$ cat src/rtl/rst_hub_pkg.sv
package rst_hub_pkg;
  localparam int CTRL_W  = 32;
  localparam int BYTE_W  = 8;
  localparam int N_SOFT  = 3;
  localparam int N_MASK  = 4;

  // byte lanes
  localparam int LANE_SOFT = 0;
  localparam int LANE_MASK = 1;
  localparam int LANE_MEN  = 3;

  // mask bits in byte 1
  localparam int MB_HARD = 0;
  localparam int MB_BUS  = 1;
  localparam int MB_FWD  = 2;
  localparam int MB_SOFT = 3;

  // soft trigger bits in byte 0
  localparam int SB_FULL = 0;
  localparam int SB_REGS = 1;
  localparam int SB_IRQ  = 2;

  // synchroniser cells
  localparam int SC_POR  = 0;
  localparam int SC_HARD = 1;
  localparam int SC_BIF  = 2;
  localparam int SC_BBE  = 3;
  localparam int SC_FWD  = 4;
  localparam int N_SYNC  = 5;

  typedef struct packed {
    logic bus_if;
    logic regs;
    logic sel;
    logic cvf;
    logic irq;
  } dom_t;
endpackage

$ cat src/rtl/rst_sync.sv
module rst_sync #(
  parameter int STAGES = 2
) (
  input  logic clk_i,
  input  logic arst_ni,
  output logic rst_o
);
  logic [STAGES-1:0] q;

  generate
    if (STAGES == 1) begin : g_one
      always_ff @(posedge clk_i or negedge arst_ni)
        if (!arst_ni) q <= '1;
        else          q <= '0;
    end else begin : g_chain
      always_ff @(posedge clk_i or negedge arst_ni)
        if (!arst_ni) q <= '1;
        else          q <= {q[STAGES-2:0], 1'b0};
    end
  endgenerate

  assign rst_o = q[STAGES-1];

  AST_REL_AFTER_SRC: assert property (@(posedge clk_i) disable iff (!arst_ni)
    $fell(rst_o) |-> $past(arst_ni));
endmodule

$ cat src/rtl/soft_pulse.sv
module soft_pulse #(
  parameter int PULSE_LEN = 4
) (
  input  logic clk_i,
  input  logic rst_ni,
  input  logic clr_i,
  input  logic trig_i,
  input  logic en_i,
  output logic active_o
);
  localparam int CNT_W = $clog2(PULSE_LEN + 1);

  logic [CNT_W-1:0] cnt_q;

  always_ff @(posedge clk_i or negedge rst_ni)
    if (!rst_ni)               cnt_q <= '0;
    else if (clr_i)            cnt_q <= '0;
    else if (trig_i && en_i)   cnt_q <= CNT_W'(PULSE_LEN);
    else if (cnt_q != '0)      cnt_q <= cnt_q - 1'b1;

  assign active_o = (cnt_q != '0);

  // checker: length of the current high run
  logic [CNT_W-1:0] run_q;
  always_ff @(posedge clk_i or negedge rst_ni)
    if (!rst_ni)                            run_q <= '0;
    else if (!active_o)                     run_q <= '0;
    else if (run_q != CNT_W'(PULSE_LEN))    run_q <= run_q + 1'b1;

  AST_PULSE_MIN: assert property (@(posedge clk_i) disable iff (!rst_ni)
    ($fell(active_o) && !$past(clr_i)) |-> (run_q == CNT_W'(PULSE_LEN)));

  AST_MASKED_IGN: assert property (@(posedge clk_i) disable iff (!rst_ni)
    (trig_i && !en_i && !active_o && !clr_i) |=> !active_o);
endmodule

$ cat src/rtl/ctrl_regs.sv
module ctrl_regs
  import rst_hub_pkg::*;
#(
  parameter int MASK_W = N_MASK
) (
  input  logic              clk_i,
  input  logic              rst_ni,
  input  logic              regs_clr_i,
  input  logic              wr_en_i,
  input  logic              wr_mask_be_i,
  input  logic              wr_men_be_i,
  input  logic [BYTE_W-1:0] wr_mask_i,
  input  logic [BYTE_W-1:0] wr_men_i,
  output logic [MASK_W-1:0] mask_o,
  output logic [BYTE_W-1:0] men_o
);
  logic [MASK_W-1:0] mask_q;
  logic [BYTE_W-1:0] men_q;

  // mask register: cleared by power-on only
  always_ff @(posedge clk_i or negedge rst_ni)
    if (!rst_ni)                      mask_q <= '1;
    else if (wr_en_i && wr_mask_be_i) mask_q <= wr_mask_i[MASK_W-1:0];

  // enable byte: member of the register domain
  always_ff @(posedge clk_i or negedge rst_ni)
    if (!rst_ni)                     men_q <= '0;
    else if (regs_clr_i)             men_q <= '0;
    else if (wr_en_i && wr_men_be_i) men_q <= wr_men_i;

  assign mask_o = mask_q;
  assign men_o  = men_q;

  AST_SEL_HOLD: assert property (@(posedge clk_i) disable iff (!rst_ni)
    !(wr_en_i && wr_mask_be_i) |=> $stable(mask_q));

  AST_MEN_CLEAR: assert property (@(posedge clk_i) disable iff (!rst_ni)
    regs_clr_i |=> (men_q == '0));
endmodule

$ cat src/rtl/reset_hub.sv
module reset_hub
  import rst_hub_pkg::*;
#(
  parameter int SYNC_STAGES = 2,
  parameter int PULSE_LEN   = 4
) (
  input  logic        clk_i,
  input  logic        rst_ni,
  input  logic        hard_rst_ni,
  input  logic        bus_rst_ni,
  input  logic        fwd_pol_i,
  input  logic        wr_en_i,
  input  logic [3:0]  wr_be_i,
  input  logic [31:0] wr_data_i,
  output logic [31:0] rd_data_o,
  output logic        bus_if_rst_o,
  output logic        regs_rst_o,
  output logic        sel_rst_o,
  output logic        cvf_rst_o,
  output logic        irq_rst_o,
  output logic        fwd_rst_o
);
  localparam int LANE_LO_SOFT = LANE_SOFT * BYTE_W;
  localparam int LANE_LO_MASK = LANE_MASK * BYTE_W;
  localparam int LANE_LO_MEN  = LANE_MEN  * BYTE_W;

  logic [N_MASK-1:0] mask;
  logic [BYTE_W-1:0] men;
  logic [N_SYNC-1:0] sync_arst_n;
  logic [N_SYNC-1:0] sync_rst;
  logic [N_SOFT-1:0] soft_act;
  logic              ext_regs_rst;
  logic              soft_regs_rst;
  dom_t              dom;

  logic unused_wr_bits;
  assign unused_wr_bits = ^{wr_data_i[23:16], wr_data_i[LANE_LO_SOFT+BYTE_W-1:LANE_LO_SOFT+N_SOFT],
                            wr_be_i[2]};

  // async assert sources, gated by mask bits
  assign sync_arst_n[SC_POR]  = rst_ni;
  assign sync_arst_n[SC_HARD] = rst_ni & (hard_rst_ni | ~mask[MB_HARD]);
  assign sync_arst_n[SC_BIF]  = rst_ni & bus_rst_ni;
  assign sync_arst_n[SC_BBE]  = rst_ni & (bus_rst_ni | ~mask[MB_BUS]);
  assign sync_arst_n[SC_FWD]  = rst_ni & (bus_rst_ni | ~mask[MB_FWD]);

  for (genvar g = 0; g < N_SYNC; g++) begin : g_sync
    rst_sync #(.STAGES(SYNC_STAGES)) u_sync (
      .clk_i   (clk_i),
      .arst_ni (sync_arst_n[g]),
      .rst_o   (sync_rst[g])
    );
  end

  // pin-driven register resets also stop soft pulses
  assign ext_regs_rst = sync_rst[SC_HARD] | sync_rst[SC_BBE];

  for (genvar s = 0; s < N_SOFT; s++) begin : g_soft
    soft_pulse #(.PULSE_LEN(PULSE_LEN)) u_pulse (
      .clk_i    (clk_i),
      .rst_ni   (rst_ni),
      .clr_i    (ext_regs_rst),
      .trig_i   (wr_en_i & wr_be_i[LANE_SOFT] & wr_data_i[LANE_LO_SOFT + s]),
      .en_i     (mask[MB_SOFT]),
      .active_o (soft_act[s])
    );
  end

  assign soft_regs_rst = soft_act[SB_FULL] | soft_act[SB_REGS];

  ctrl_regs u_regs (
    .clk_i        (clk_i),
    .rst_ni       (rst_ni),
    .regs_clr_i   (ext_regs_rst | soft_regs_rst),
    .wr_en_i      (wr_en_i),
    .wr_mask_be_i (wr_be_i[LANE_MASK]),
    .wr_men_be_i  (wr_be_i[LANE_MEN]),
    .wr_mask_i    (wr_data_i[LANE_LO_MASK +: BYTE_W]),
    .wr_men_i     (wr_data_i[LANE_LO_MEN +: BYTE_W]),
    .mask_o       (mask),
    .men_o        (men)
  );

  // domain routing
  always_comb begin
    dom.sel    = sync_rst[SC_POR];
    dom.bus_if = sync_rst[SC_BIF];
    dom.cvf    = ext_regs_rst | soft_act[SB_FULL];
    dom.regs   = ext_regs_rst | soft_regs_rst;
    dom.irq    = dom.regs | soft_act[SB_IRQ];
  end

  assign bus_if_rst_o = dom.bus_if;
  assign regs_rst_o   = dom.regs;
  assign sel_rst_o    = dom.sel;
  assign cvf_rst_o    = dom.cvf;
  assign irq_rst_o    = dom.irq;
  assign fwd_rst_o    = fwd_pol_i ? sync_rst[SC_FWD] : ~sync_rst[SC_FWD];

  assign rd_data_o = {men, 8'h00, {(BYTE_W-N_MASK){1'b0}}, mask,
                      {(BYTE_W-N_SOFT){1'b0}}, soft_act};

  AST_POR_ALL: assert property (@(posedge clk_i) disable iff (!rst_ni)
    sel_rst_o |-> (bus_if_rst_o && regs_rst_o && cvf_rst_o && irq_rst_o));
  AST_CVF_IN_REGS: assert property (@(posedge clk_i) disable iff (!rst_ni)
    cvf_rst_o |-> regs_rst_o);
  AST_REGS_IN_IRQ: assert property (@(posedge clk_i) disable iff (!rst_ni)
    regs_rst_o |-> irq_rst_o);
endmodule

$ cat config.mk
export PLATFORM = sky130hd
export DESIGN_NAME = reset_hub
export DESIGN_NICKNAME = d
export VERILOG_FILES = /design/src/rtl/rst_hub_pkg.sv /design/src/rtl/rst_sync.sv /design/src/rtl/soft_pulse.sv /design/src/rtl/ctrl_regs.sv /design/src/rtl/reset_hub.sv
export SDC_FILE = /design/constraint.sdc
export NUM_CORES = 1
export LEC_CHECK = 0
export ABC_CLOCK_PERIOD_IN_PS = 3150
export CAP_MARGIN = 10
export CORE_UTILIZATION = 43
export CTS_BUF_LIST = sky130_fd_sc_hd__clkbuf_2 sky130_fd_sc_hd__clkbuf_4 sky130_fd_sc_hd__clkbuf_8
export DETAILED_ROUTE_END_ITERATION = 12
export PLACE_DENSITY = 0.84
export RECOVER_POWER = 50
export SYNTH_ARGS = -nofsm -noshare
export SYNTH_HDL_FRONTEND = slang
export SYNTH_SLANG_ARGS = --single-unit
$ cat constraint.sdc
create_clock -name clk_i -period 3.15 [get_ports clk_i]
set_clock_uncertainty 0.15 [all_clocks]
set_input_delay 0.315 -clock clk_i [delete_from_list [all_inputs] [get_ports clk_i]]
set_output_delay 0.315 -clock clk_i [all_outputs]
set_load 0.02 [all_outputs]
### Word-level counts from Yosys, hierarchy flattened

Cells that the tools add are included.

* flip-flop bits (word level): 31
* bits of input ports: 42
* output and inout port bits: 38
* word-level logic and storage cells: 57

* $add $sub $neg: 3
* multiplexer cells: 12
* bitwise logic cells: 20
* reductions and logical operators: 12

Operators by type and width (number)
* $mux 3: 9
* $reduce_bool 3->1: 6
* $mux 8: 2
* $sub 3x1->3 const B: 3
* $and 1x1->1: 8
* $or 1x1->1: 8
* $logic_and 1x1->1: 5
* $not 1->1: 4
* $reduce_bool 2->1: 1
* $mux 1: 1

### Longest topological paths before layout

Gate-level depths: netlist (run 1).

* word-level depth: 5
* depth in mapped cells: 7

### Modules after synthesis

Synthesis (run 1) repeated with hierarchy kept, for this count alone.

* cells, all modules: 144
* area total of the unflattened synthesis: 1611.5 um^2

Modules (own cells, without submodules)
* ctrl_regs: times used 1, cells each 46, area an instance 556.8 um^2
* soft_pulse: times used 3, cells each 17, area an instance 182.7 um^2
* rst_sync: times used 5, cells each 3, area an instance 56.3 um^2
* reset_hub: times used 1, cells each 32, area an instance 225.2 um^2

### Worst setup path after synthesis (run 1)

Ideal clock, no wire load.

* path type: reg-to-output
* start point: register g_soft[1].u_pulse.cnt_q[0]
* end point: output irq_rst_o
* arrival: 1.643 ns
* data required time: 2.685 ns
* setup slack: 1.042 ns
* stages on the path, launching flop included: 7
* path buffers: 1
* cells stage by stage: dfrtp_1 -> inv_1 -> ha_1 -> or2b_4 -> or3_4 -> buf_6 -> or2_1

* longest elaborated chain between the ends: 4

Ends and longest elaborated chain
* start: declaration: RTL line soft_pulse.sv:13 `logic [CNT_W-1:0] cnt_q;`
* start signal: assignment: RTL line soft_pulse.sv:18 `else if (trig_i && en_i) cnt_q <= CNT_W'(PULSE_LEN);`
* start signal: assignment: RTL line soft_pulse.sv:19 `else if (cnt_q != '0) cnt_q <= cnt_q - 1'b1;`
* $reduce_bool 3->1: RTL line soft_pulse.sv:21 `assign active_o = (cnt_q != '0);`
* named net g_soft[1].u_pulse.active_o: RTL line soft_pulse.sv:9 `output logic active_o`
* $or 1x1->1: RTL line reset_hub.sv:69 `assign soft_regs_rst = soft_act[SB_FULL] | soft_act[SB_REGS];`
* $or 1x1->1: RTL line reset_hub.sv:89 `dom.regs = ext_regs_rst | soft_regs_rst;`
* named net regs_rst_o: RTL line reset_hub.sv:17 `output logic regs_rst_o,`
* $or 1x1->1: RTL line reset_hub.sv:90 `dom.irq = dom.regs | soft_act[SB_IRQ];`
* end: declaration: RTL line reset_hub.sv:20 `output logic irq_rst_o,`

The timed path passes the listed nets, and every way through them passes these cells.

### Worst setup path after layout (run 1)

* start point: register g_soft[1].u_pulse.cnt_q[0]
* end point: output irq_rst_o

* longest elaborated chain between the ends: 4

Ends and longest elaborated chain (RTL line)
* $reduce_bool 3->1: soft_pulse.sv:21
* $or 1x1->1: reset_hub.sv:69
* $or 1x1->1: reset_hub.sv:89
* $or 1x1->1: reset_hub.sv:90

No other way between the ends.

==> impl_metrics.toml, run 1 <==
[worst_hold_path]
hp-class = "reg2reg"
min_path_cells = 0

[yosys]
netlist_area_mm2 = 0.001513
yosysMostFrequentCell = "buf_4"
synth_largest_area_cell = "dfrtp_1"
synth_top_area_frac = 0.2812
synth_compound_area_frac = 0.07279
async_flop_share = 1.000
ys_top_cells_by_count = "buf_4, dfrtp_1, dfstp_2"
seq_area_frac_synth = 0.5244
ys_warn_count = 0
synth_edf_count = 0
synth_fa_ha_area_frac = 0.04963
synth_xor_xnor_area_share = 0.02316
synthMuxAreaShare = 0.03639
synthFlopType = "dfrtp_1"
synthTopCellsByArea = "dfrtp_1, dfstp_2, buf_4"
syn_inst = 143
synthSimpleGateAreaFrac = 0.1423
post_synth.cell_area_avg_um2 = 10.58
synth_top_family_by_area = "buffers and inverters"
synth-seq-cells = 31
yosysUniqueCellTypes = 26

[critical_path]
reg2reg_from = "g_soft[1].u_pulse.cnt_q[0]"
reg2reg_slack_ns = 1.43
arrival_ns = 2.45
crit_fanout = 10
worstPathRequired_ns = 2.68
start_kind = "flop"
endpoint_kind = "output pin"
crit_path_end = "irq_rst_o"
reg2reg_to = "u_regs.men_o[1]"
crit_path_start = "g_soft[1].u_pulse.cnt_q[0]"
ff2ff_path_depth = 5
path_class = "reg2out"

[die]
floorplan.initialDensity = 0.4498
ioPinCount = 80
core-area_mm2 = 0.003363
die_h_um = 61.31
dieArea_mm2 = 0.003759
row_count = 21
die_w_um = 61.31

[timing]
fmax_ghz = 0.3427
fin_crit_ns = 2.918
finalSetupTns_ns = 0
tightest_slew_ns = 1.330
drv_slew = 0
hold_viol_final = 0
slew_headroom = 0.1133
setup_slack_ns = 0.2318
rsz0062_at_grt = "no"
finalCritPeriodShare = 0.9264
setup_viol = 0

[placed_design]
portBuffers = 44
pre_cts_ws_ns = 0.5800
place_congestion = 0.7078
hpwl_um = 1959
dpl_cell_area_mm2 = 0.001909

[routing]
drtPass1Iterations = 4
via_per_inst = 4.458
drc_errors = 0
dr_total_vias = 1061
first_iter_violations = 66
ant_nets = 0
finalWirelength_um = 2611
routedWlPerCell_um = 10.97

[clock_tree]
clk_latency_ns = 0.31
htreeDepth = 2
cts_made_buffers = 5
cts-hold-fix-buffers = 0
clk_pin_slew_worst_paths_ns = 0.09
clk_path_buf_depth = 2
cts_sinks = 31
cts_tree = "done"
postCtsSetupBuffers = 0
post_cts.resized_instances = 0
root_buffer = "clkbuf_4"

[grt]
grt_pass1_vias = 939
overflow = 0
antenna_found_initial = 0
grt_pass1_wl_um = 4077
grt_max_degree = 28
gr-usage-all-layers = 0.1543

[run]
maxCapViolCount = 0

[layout]
area_delta_synth_final_pct = 31.68
nets = 239
finish.instance_area_mm2 = 0.001992
fillers = 302
layout-drive-gt1-share = 0.1563
antenna_cells = 0

[power_and_ir_drop]
peakVddDrop_mv = 0.3535
power_density_mw_per_mm2 = 481.6
power.leakage_nw = 0.8642

[outcome]
status = "finished clean"
[how the worst min path moves through the flow]
stage                               start                    endpoint  slack (ns)
global placement    g_sync[1].u_sync.q[0]       g_sync[1].u_sync.q[1]        0.20
global route        g_sync[0].u_sync.q[0]       g_sync[0].u_sync.q[1]        0.21
floorplan                          rst_ni  g_soft[0].u_pulse.cnt_q[0]       -0.13
CTS                                rst_ni  g_soft[1].u_pulse.cnt_q[0]        0.19
detailed placement  g_sync[1].u_sync.q[0]       g_sync[1].u_sync.q[1]        0.20
finish              g_sync[3].u_sync.q[0]       g_sync[3].u_sync.q[1]        0.21
[critical path: stages (launching register included)]
cell and delay [ns]:
dfrtp_1 0.40, inv_1 0.08, ha_1 0.17, or2b_4 0.30, or3_4 0.41, or2_1 0.24
clkdlybuf4s50_1 0.53
[power by group]
| part | switching [mW] | internal (mW) |
|---|---|---|
| Combinational | 0.105 | 0.0925 |
| Clock | 0.130 | 0.188 |
| Sequential | 0.0140 | 0.431 |
| Total | 0.249 | 0.711 |
[layout by cell type (no fill, tap or decap), types with 3 or more instances in the layout]
cell / Yosys / routed
nand4_1: 3 / 3
ha_1: 6 / 6
nand3_1: 8 / 8
xnor2_1: 4 / 4
clkdlybuf4s50_1: 0 / 42
conb_1: 1 / 22
dfrtp_1: 17 / 17
nor2_1: 8 / 8
nand2_1: 13 / 13
mux2_2: 4 / 4
a21boi_0: 3 / 3
a21oi_1: 13 / 13
a211oi_1: 3 / 3
clkbuf_4: 0 / 5
dfstp_2: 14 / 14
inv_1: 10 / 10
[logic make-up after synthesis]
kind of cell	Yosys count
fa+ha+maj	6
mux	5
other cells	1
simple gates	42
buf+inv	35
flops	31
xor+xnor	4
compound gates	19
[through the flow]
| step | total power, mW | util | instances | hold WS [ns] |
|---|---|---|---|---|
| 2_1_floorplan | 0.5898 | - | 164 | -0.1306 |
| 3_3_place_gp | 0.6467 | 0.5677 | 230 | 0.1962 |
| 3_5_place_dp | 0.6504 | 0.5677 | 230 | 0.1982 |
| 4_1_cts | 0.9750 | 0.5934 | 238 | 0.1859 |
| 5_1_grt | 1.015 | 0.5923 | 238 | 0.2140 |
| 6_report | 0.9594 | 0.5923 | 238 | 0.2073 |
[layout make-up]
class | count | area, um^2 | share of cell area
clock inverter | 2 | 35.03 | 0.01759
inverter | 10 | 37.54 | 0.01884
tap | 46 | 57.56 | 0.02889
clock buffer | 6 | 51.30 | 0.02575
multi-input combinational | 98 | 573.1 | 0.2877
sequential | 31 | 793.3 | 0.3982
timing repair buffer | 45 | 444.2 | 0.2230
[registers in the layout (all words and copies together) (netlist names)]
| signal | cells |
|---|---|
| g_sync.u_sync.q | 10 |
| g_soft.u_pulse.cnt_q | 9 |
| u_regs.men_o | 8 |
| u_regs.mask_o | 4 |
[metal layers]
metal | share of wire | routed length (um) | vias to the layer above | global-route usage
li1 | - | - | 520 | -
met2 | 0.49 | 1270 | 35 | 0.2453
met1 | 0.45 | 1179 | 502 | 0.1843
met4 | 0.0096 | 25 | 0 | 0.06818
met3 | 0.052 | 135 | 4 | 0.06303
met5 | 0 | 0 | - | 0
(Power assumes the default switching activity.)
==> inputs of run 2 (changes only) <==
- CORE_ASPECT_RATIO: default -> 0.7
==> run 2 against run 1 <==
First-iteration DRC count fell by 61%. Critical path type unchanged. Hold slack got worse by 0.0030 ns. Die area is 0.11% higher. Sequential cell count is the same. Clock power increased by 9.5%. Via count is 3.3% lower. Largest cell class unchanged. Critical path depth unchanged. Utilization increased by 2.6 points.
==> impl_metrics.toml, run 2 (synthesis gave the netlist of run 1 again) <==
[outcome]
status = "finished clean"

[power_and_ir_drop]
power.leakage_nw = 0.8709
peakVddDrop_mv = 0.2922
power_density_mw_per_mm2 = 491.7

[timing]
hold_viol_final = 0
whs_ns = 0.2043
slew_headroom = 0.5361
tightest_slew_ns = 0.6958
rsz0062_at_grt = "no"
finalSetupTns_ns = 0
fmax_ghz = 0.3480
finalCritPeriodShare = 0.9122
fin_crit_ns = 2.873
setup_viol = 0
drv_slew = 0

[clock_tree]
clk_latency_ns = 0.28
clk_path_buf_depth = 2
cts-hold-fix-buffers = 0
postCtsSetupBuffers = 0
cts_sinks = 31
post_cts.resized_instances = 0
cts_made_buffers = 5
root_buffer = "clkbuf_8"
cts_tree = "done"
htreeDepth = 2
clk_pin_slew_worst_paths_ns = 0.06

[grt]
gr-usage-all-layers = 0.1565
antenna_found_initial = 0
grt_max_degree = 16
grt_pass1_wl_um = 4291
grt_pass1_vias = 970
overflow = 0

[routing]
via_per_inst = 4.293
dr_total_vias = 1026
ant_nets = 0
first_iter_violations = 26
drc_errors = 0
routedWlPerCell_um = 11.00
drtPass1Iterations = 4
finalWirelength_um = 2628

[layout]
antenna_cells = 0
final_common_cell = "clkdlybuf4s50_1"
largest_register = "g_sync.u_sync.q"
layout-drive-gt1-share = 0.1563
mostFrequentLayoutCells = "clkdlybuf4s50_1, conb_1, dfrtp_1"
fillers = 267
largest_register_ff_count = 10
area_delta_synth_final_pct = 32.92
nets = 239

[critical_path]
path_class = "reg2out"
cpPeakStageDelay_ns = 0.54
path_cells = "inv_1 -> ha_1 -> or2b_4 -> or3_4 -> or2_1 -> clkdlybuf4s50_1"
start_kind = "flop"
worstPathRequired_ns = 2.68
arrival_ns = 2.41
crit_fanout = 10
endpoint_kind = "output pin"
crit_path_top_delay_cell = "clkdlybuf4s50_1"

[die]
die_w_um = 72.89
row_count = 17
die_h_um = 51.63
core-area_mm2 = 0.003254
ioPinCount = 80
floorplan.initialDensity = 0.4648
dieArea_mm2 = 0.003763

[placed_design]
hpwl_um = 2054
portBuffers = 44
place_congestion = 0.7551

[worst_hold_path]
hp-class = "reg2reg"

[run]
maxCapViolCount = 0
## run 2: cell count changes in the layout (fill, tap and decap cells not counted), sizes merged
cell	change
bufinv	-1
clkbuf	+2
clkinv	-1
## run 2: through the flow
stage | util | setup WS, ns | instances | cell area, um^2 | power (mW)
2_1_floorplan | - | 1.042 | 164 | 1592 | 0.5898
3_3_place_gp | 0.5871 | 0.5990 | 231 | 1911 | 0.6474
3_5_place_dp | 0.5871 | 0.5555 | 231 | 1911 | 0.6509
4_1_cts | 0.6190 | 0.2518 | 239 | 2014 | 0.9985
5_1_grt | 0.6178 | 0.1893 | 239 | 2011 | 1.039
6_report | 0.6178 | 0.2766 | 239 | 2011 | 0.9887
## run 2: final timing paths
path / start / endpoint / slack [ns] / depth (start not counted)
worst max register to register: g_soft[1].u_pulse.cnt_q[0] / u_regs.men_o[1] / 1.43 / 5
max in group asynchronous: rst_ni / g_soft[2].u_pulse.cnt_q[1] / 1.53 / 2
worst max-delay path: g_soft[1].u_pulse.cnt_q[0] / irq_rst_o / 0.28 / 6
worst min-delay path: g_sync[1].u_sync.q[0] / g_sync[1].u_sync.q[1] / 0.20 / 0
worst min register to register: g_sync[1].u_sync.q[0] / g_sync[1].u_sync.q[1] / 0.20 / 0
min in group asynchronous: rst_ni / g_soft[0].u_pulse.cnt_q[2] / 0.32 / 1
## run 2: final cells by class
class	instances	area, um^2	area share
Clock buffer	8	103.9	0.05165
Timing Repair Buffer	45	444.2	0.2209
Multi-Input combinational cell	98	573.1	0.2850
Tap cell	47	58.81	0.02925
Sequential cell	31	793.3	0.3945
Inverter	10	37.54	0.01867
## run 2: worst max-delay path, delay by kind of cell, from the launching register on
kind	cells	cell delay (ns)
buffers and inverters	2	0.63
DFF	1	0.39
adders and majority gates	1	0.17
and+or+nand+nor	3	0.94
## run 2: metal layers
layer	track usage	wire length, um
met5	0	0
met4	0.07190	41
met3	0.06395	174
met2	0.2352	1203
met1	0.1977	1209
## run 2: power breakdown
group          internal (mW)  switching [mW]
clock network          0.208           0.139
logic                 0.0924           0.105
registers              0.431          0.0128
